--- config.mk ---
export PLATFORM = sky130hd
export DESIGN_NAME = uart_rx_queue
export DESIGN_NICKNAME = d
export VERILOG_FILES = /design/src/rtl/rxq_pkg.sv /design/src/rtl/rxq_mode_fsm.sv /design/src/rtl/rxq_store.sv /design/src/rtl/rxq_events.sv /design/src/rtl/uart_rx_queue.sv
export SDC_FILE = /design/constraint.sdc
export NUM_CORES = 1
export LEC_CHECK = 0
export ABC_AREA = 1
export BUFFER_PORTS_ARGS = -buffer_cell sky130_fd_sc_hd__buf_2
export CAP_MARGIN = 0
export CORE_MARGIN = 2
export CORE_UTILIZATION = 55
export DETAILED_ROUTE_END_ITERATION = 7
export PLACE_DENSITY_LB_ADDON = 0.15
export SKIP_LAST_GASP = 1
export SLEW_MARGIN = 40
export SYNTH_ARGS = -nofsm -noshare
export SYNTH_HDL_FRONTEND = slang
export SYNTH_HIERARCHICAL = 1
export SYNTH_SLANG_ARGS = --single-unit
--- constraint.sdc ---
create_clock -name clk -period 11.55 [get_ports clk]
set_clock_uncertainty 0.2 [all_clocks]
set_input_delay 0.5775 -clock clk [delete_from_list [all_inputs] [get_ports clk]]
set_output_delay 0.5775 -clock clk [all_outputs]
set_load 0.1 [all_outputs]
--- src/rtl/rxq_pkg.sv ---
package rxq_pkg;

    typedef enum logic [0:0] {
        MODE_HOLD  = 1'b0,
        MODE_QUEUE = 1'b1
    } rxq_mode_e;

    // Trigger level in characters for a given mode and fill code.
    function automatic int rxq_trig_level(input logic q_on, input logic [2:0] sel, input int depth);
        int lvl;
        if (!q_on) begin
            lvl = 1;
        end else begin
            case (sel)
                3'd0:    lvl = depth / 8;
                3'd1:    lvl = depth / 4;
                3'd2:    lvl = depth / 2;
                3'd3:    lvl = (depth * 3) / 4;
                3'd4:    lvl = (depth * 7) / 8;
                default: lvl = depth;
            endcase
        end
        return lvl;
    endfunction

endpackage

--- src/rtl/rxq_mode_fsm.sv ---
module rxq_mode_fsm
    import rxq_pkg::*;
#(
    parameter int DEPTH = 16,
    parameter int CW    = $clog2(DEPTH + 1)
) (
    input  logic            clk,
    input  logic            rst_n,
    input  logic            fifo_en,
    output rxq_mode_e       mode,
    output logic [CW-1:0]   cap,
    output logic            flush
);

    rxq_mode_e st, st_nxt;

    // next-state logic: enable / disable transitions
    always_comb begin
        st_nxt = st;
        unique case (st)
            MODE_HOLD:  if (fifo_en)  st_nxt = MODE_QUEUE;
            MODE_QUEUE: if (!fifo_en) st_nxt = MODE_HOLD;
        endcase
    end

    // state register
    always_ff @(posedge clk) begin
        if (!rst_n) st <= MODE_HOLD;
        else        st <= st_nxt;
    end

    // outputs
    always_comb begin
        mode  = st;
        flush = (st_nxt != st);
        unique case (st)
            MODE_HOLD:  cap = CW'(1);
            MODE_QUEUE: cap = CW'(DEPTH);
        endcase
    end

    // a flush lands the machine in the mode requested by fifo_en
    a_r2_mode_follows: assert property (@(posedge clk) disable iff (!rst_n)
        flush |=> (st == ($past(fifo_en) ? MODE_QUEUE : MODE_HOLD)));

endmodule

--- src/rtl/rxq_store.sv ---
module rxq_store #(
    parameter int DEPTH = 16,
    parameter int DW    = 8,
    parameter int CW    = $clog2(DEPTH + 1),
    localparam int AW   = $clog2(DEPTH)
) (
    input  logic            clk,
    input  logic            rst_n,
    input  logic            flush,
    input  logic [CW-1:0]   cap,
    input  logic            push,
    input  logic [DW-1:0]   push_data,
    input  logic            pop_req,
    output logic [CW-1:0]   count,
    output logic [CW-1:0]   cnt_nxt,
    output logic            push_ok,
    output logic            drop,
    output logic [DW-1:0]   rd_data
);

    // DEPTH is expected to be a power of two so the pointers wrap naturally.
    logic [DW-1:0] mem [DEPTH];
    logic [AW-1:0] wp, rp;
    logic          pop_ok;

    always_comb begin
        pop_ok  = pop_req && (count != '0) && !flush;
        push_ok = push && !flush && ((count < cap) || pop_ok);
        drop    = push && !flush && !push_ok;
        if (flush)
            cnt_nxt = '0;
        else
            cnt_nxt = count + {{(CW-1){1'b0}}, push_ok} - {{(CW-1){1'b0}}, pop_ok};
    end

    always_ff @(posedge clk) begin
        if (push_ok) mem[wp] <= push_data;
    end

    always_ff @(posedge clk) begin
        if (!rst_n) begin
            wp      <= '0;
            rp      <= '0;
            count   <= '0;
            rd_data <= '0;
        end else begin
            if (pop_req) rd_data <= pop_ok ? mem[rp] : '0;
            if (flush) begin
                wp    <= '0;
                rp    <= '0;
                count <= '0;
            end else begin
                if (push_ok) wp <= wp + AW'(1);
                if (pop_ok)  rp <= rp + AW'(1);
                count <= cnt_nxt;
            end
        end
    end

    // the count never exceeds the capacity of the current mode
    a_r1_within_cap: assert property (@(posedge clk) disable iff (!rst_n)
        count <= cap);

    // simultaneous accepted push and read keep the count
    a_r9_pushpop_steady: assert property (@(posedge clk) disable iff (!rst_n)
        (push_ok && pop_req && count != '0) |=> (count == $past(count)));

    // reading an empty queue returns zero
    a_r8_empty_read_zero: assert property (@(posedge clk) disable iff (!rst_n)
        (pop_req && count == '0) |=> (rd_data == '0));

    // a flush leaves the queue empty
    a_r2_flush_empties: assert property (@(posedge clk) disable iff (!rst_n)
        flush |=> (count == '0));

endmodule

--- src/rtl/rxq_events.sv ---
module rxq_events #(
    parameter int CW = 5
) (
    input  logic            clk,
    input  logic            rst_n,
    input  logic            flush,
    input  logic            push_ok,
    input  logic            pop_req,
    input  logic            drop,
    input  logic            ovr_clr,
    input  logic [CW-1:0]   count,
    input  logic [CW-1:0]   cnt_nxt,
    input  logic [CW-1:0]   trig,
    output logic            level_evt,
    output logic            pend_evt,
    output logic            overrun
);

    logic lvl_n, pend_n;

    always_comb begin
        lvl_n  = level_evt;
        pend_n = pend_evt;
        if (push_ok && (count < trig) && (cnt_nxt >= trig)) lvl_n = 1'b1;
        if (pop_req && (cnt_nxt < trig))                    lvl_n = 1'b0;
        if (push_ok)                                        pend_n = 1'b1;
        if (pop_req && (cnt_nxt == '0))                     pend_n = 1'b0;
        if (flush) begin
            lvl_n  = 1'b0;
            pend_n = 1'b0;
        end
    end

    always_ff @(posedge clk) begin
        if (!rst_n) begin
            level_evt <= 1'b0;
            pend_evt  <= 1'b0;
            overrun   <= 1'b0;
        end else begin
            level_evt <= lvl_n;
            pend_evt  <= pend_n;
            if (drop)         overrun <= 1'b1;
            else if (ovr_clr) overrun <= 1'b0;
        end
    end

    // a dropped character leaves overrun set
    a_r7_drop_sticks: assert property (@(posedge clk) disable iff (!rst_n)
        drop |=> overrun);

    // an accepted push leaves data pending
    a_r6_pend_on_push: assert property (@(posedge clk) disable iff (!rst_n)
        push_ok |=> pend_evt);

    // the level event only rises as a result of a push
    a_r4_rise_needs_push: assert property (@(posedge clk) disable iff (!rst_n)
        $rose(level_evt) |-> $past(push_ok));

    // a lone read from at or below the level leaves the event low
    a_r5_read_clears: assert property (@(posedge clk) disable iff (!rst_n)
        (pop_req && !push_ok && count <= trig) |=> !level_evt);

endmodule

--- src/rtl/uart_rx_queue.sv ---
module uart_rx_queue
    import rxq_pkg::*;
#(
    parameter int DEPTH = 16,
    parameter int DW    = 8,
    localparam int CW   = $clog2(DEPTH + 1)
) (
    input  logic            clk,
    input  logic            rst_n,
    input  logic            fifo_en,
    input  logic [2:0]      trig_sel,
    input  logic            loopback,
    input  logic            ser_valid,
    input  logic [DW-1:0]   ser_data,
    input  logic            tx_wr_valid,
    input  logic [DW-1:0]   tx_wr_data,
    input  logic            rd_req,
    input  logic            ovr_clr,
    output logic [DW-1:0]   rd_data,
    output logic [CW-1:0]   count,
    output logic            full,
    output logic            empty,
    output logic            level_evt,
    output logic            pend_evt,
    output logic            overrun
);

    rxq_mode_e       mode;
    logic [CW-1:0]   cap, cnt_nxt, trig;
    logic            flush, push, push_ok, drop;
    logic [DW-1:0]   push_data;

    // character source: loopback path or serial receiver
    always_comb begin
        push      = loopback ? tx_wr_valid : ser_valid;
        push_data = loopback ? tx_wr_data  : ser_data;
        trig      = CW'(rxq_trig_level(mode == MODE_QUEUE, trig_sel, DEPTH));
        full      = (count == cap);
        empty     = (count == '0);
    end

    rxq_mode_fsm #(.DEPTH(DEPTH), .CW(CW)) u_mode (
        .clk     (clk),
        .rst_n   (rst_n),
        .fifo_en (fifo_en),
        .mode    (mode),
        .cap     (cap),
        .flush   (flush)
    );

    rxq_store #(.DEPTH(DEPTH), .DW(DW), .CW(CW)) u_store (
        .clk       (clk),
        .rst_n     (rst_n),
        .flush     (flush),
        .cap       (cap),
        .push      (push),
        .push_data (push_data),
        .pop_req   (rd_req),
        .count     (count),
        .cnt_nxt   (cnt_nxt),
        .push_ok   (push_ok),
        .drop      (drop),
        .rd_data   (rd_data)
    );

    rxq_events #(.CW(CW)) u_evt (
        .clk       (clk),
        .rst_n     (rst_n),
        .flush     (flush),
        .push_ok   (push_ok),
        .pop_req   (rd_req),
        .drop      (drop),
        .ovr_clr   (ovr_clr),
        .count     (count),
        .cnt_nxt   (cnt_nxt),
        .trig      (trig),
        .level_evt (level_evt),
        .pend_evt  (pend_evt),
        .overrun   (overrun)
    );

    // with loopback set the serial input alone never grows the queue
    a_r10_serial_ignored: assert property (@(posedge clk) disable iff (!rst_n)
        (loopback && !tx_wr_valid && !rd_req && !flush) |=> (count == $past(count)));

endmodule

==> flow_summary.toml <==
[detailed_routing]
drt_iter0_drc = 416
wl_per_cell_um = 17.3
num_vias = 5193
drc = 0
dr.pass1.iters = 5
via_per_inst = 5.55
postRouteAntennaNets = 0
drt-total-wl_mm = 16.2

[sta]
max_slew_margin_pct = 45.8
grt_setup_unrepaired = "false"
slew_viol_final = 0
fin_crit_ps = 3970
setup_tns_ps = 0
fin_crit_sh_pct = 34.3
fmax_mhz = 252
hold_viol = 0
tightest_slew_ps = 810
setup_viol_count_final = 0
whs_ps = 170

[grt]
gr-total-overflow = 0
grt_pass1_vias = 4950
grt_pass1_wl_mm = 26.0
antenna_found_initial = 0
grt_usage_pct = 24.2
grt_max_degree = 65

[yosys]
avgSynthCellArea_um2 = 10.2
synthDistinctLibCells = 28
yosys_register_bits = 157
syn_inst = 709
seq_area_frac_synth_pct = 61.4
yosys_warnings = 6
synthesis.area_mm2 = 0.00721

[clocking]
clockRootBuffer = "clkbuf_16"
cts_made_buffers = 17
cts.sinks = 157
htreeDepth = 4
clock_latency_ps = 420
tritoncts = "done"
post_cts_buffers = 0
ctsHoldBuffers = 0
clockBufferDepth = 2
cts_resized = 0
clkTransAtPathRegs_ps = 60

[power]
power_mw = 1.51
vdd_drop_max_v = 0.000116
p_leak_nw = 3.18
p_per_area_mw_per_mm2 = 186

[finish]
regArea_mm2 = 0.00443
final_cells = 935
fin_nets = 802
area_growth_pct = 12.5
multiInputGateArea_mm2 = 0.00236
drive_above_1_share_pct = 13.6
fill_cells = 1038
antenna_cells = 0

[setup_path]
critPathLaunchType = "register"
cp_max_fo = 19
crit_family = "adder cells"
cp-end-kind = "register"
cp_slowest_cell = "dfxtp_1"
cp.required_ps = 11710
worstSetupPathType = "reg -> reg"
crit_path_frequent_cell = "nand2_1"
critical_path_buf_inv_count = 4
slowest_delay_ps = 560
critPathArrivalTime_ps = 4130

[placement]
place.gp.congestion = 0.846
portBuffers = 44
hpwl_mm = 10.6
dp.cells = 903

[job]
drv_cap = 0

[die]
die-height_um = 118
start_util_pct = 56.7
coreArea_mm2 = 0.0127
num_rows = 41
die_x_um = 118
io_pins = 45
die_area_mm2 = 0.0140

[status]
outcome = "complete, no violations"

[min_path]
hold_class = "in -> reg"
-- where the power goes --
| part | switching (mW) | internal [mW] |
|---|---|---|
| sequential | 0.0143 | 0.631 |
| combinational | 0.230 | 0.0823 |
| clock | 0.207 | 0.344 |
-- worst reg2reg max path: cells and delay by family, from the launching register on --
kind | cells | cell delay (ps)
buffers and inverters | 4 | 240
flip-flops | 1 | 560
AO/OA/AOI/OAI | 2 | 230
adder cells (fa/ha/maj) | 5 | 1430
AND/OR/NAND/NOR | 14 | 1250
-- through the flow --
stage	setup slack [ps]	util [%]	area (um2)
4_1_cts	7590	63.8	8110
3_3_place_gp	7580	58.9	7490
2_1_floorplan	7170	-	7220
3_5_place_dp	7450	59.1	7520
5_1_grt	7150	63.8	8110
6_report	7580	63.8	8110
-- routing by layer --
| layer | GRT usage, % | vias up | wire length (um) |
|---|---|---|---|
| met5 | 0 | - | 0 |
| met4 | 9.67 | 0 | 427 |
| met3 | 5.45 | 44 | 1150 |
| met2 | 38.8 | 226 | 7770 |
| met1 | 32.1 | 2453 | 6840 |
| li1 | - | 2470 | - |
-- cell usage after synthesis, drive strengths merged --
cell,instances,share of area (%)
buf,28,3.0
a21oi,19,1.3
nor2,39,2.0
nor3,21,1.5
xnor2,4,0.49
edfxtp,128,53
fa,1,0.28
o21bai,1,0.10
ha,24,4.2
inv,61,3.2
a31oi,1,0.087
clkbuf,5,0.26
xor2,2,0.24
nor4,1,0.087
dfxtp,29,8.1
nand3,130,9.1
o21ai,5,0.35
nand2,199,10
mux2,9,1.9
nand3b,1,0.10
conb,1,0.052
-- final cells by class --
| cell class | instances | area share (%) |
|---|---|---|
| clock buffers | 27 | 6.72 |
| clock inverters | 5 | 0.617 |
| inverters | 61 | 2.85 |
| multi-input cells | 460 | 29.1 |
| flip-flops and latches | 157 | 54.5 |
| well taps | 172 | 2.65 |
| repair buffers | 53 | 3.55 |
-- cell families (layout without fill, tap and decap cells) --
| group | count (synthesis) | in the layout | share of synthesized area (%) |
|---|---|---|---|
| simple gates | 391 | 391 | 23.3 |
| fa+ha+maj | 25 | 25 | 4.44 |
| flops | 157 | 157 | 61.4 |
| other cells | 1 | 3 | 0.0520 |
| xor+xnor | 6 | 6 | 0.729 |
| mux | 9 | 9 | 1.87 |
| buf+inv | 94 | 146 | 6.40 |
| compound gates | 26 | 26 | 1.86 |
-- state kept, by name (all words and copies together) (netlist names), named ones only --
name / cells
u_store/wp: 4
u_mode/mode: 1
u_evt/overrun: 1
u_store/rp: 4
u_store/count: 5
u_evt/pend_evt: 1
u_store/mem: 128
u_store/rd_data: 8
u_evt/level_evt: 1
-- path summary, 6_finish.rpt --
kind                                          from            endpoint  slack (ps)  cells past startpoint
worst max-delay path              u_store/count[1]     u_evt/level_evt        7580                     25
worst min-delay path                       fifo_en         u_mode/mode         170                      3
worst max register to register    u_store/count[1]     u_evt/level_evt        7580                     25
worst min register to register  u_store/rd_data[5]  u_store/rd_data[5]         260                      2
-- layout by cell type, fill, tap and decap left out, types with 5 or more instances in the layout --
master	instances
buf_2	44
dfxtp_1	28
nand2_1	197
o21ai_0	5
nor2_1	38
nor3_2	5
edfxtp_1	128
buf_4	9
ha_1	24
nor3_1	16
mux2_4	9
inv_1	57
clkbuf_16	19
nand3_1	129
a21oi_1	19
No activity file was read; power rests on OpenSTA's default activity.
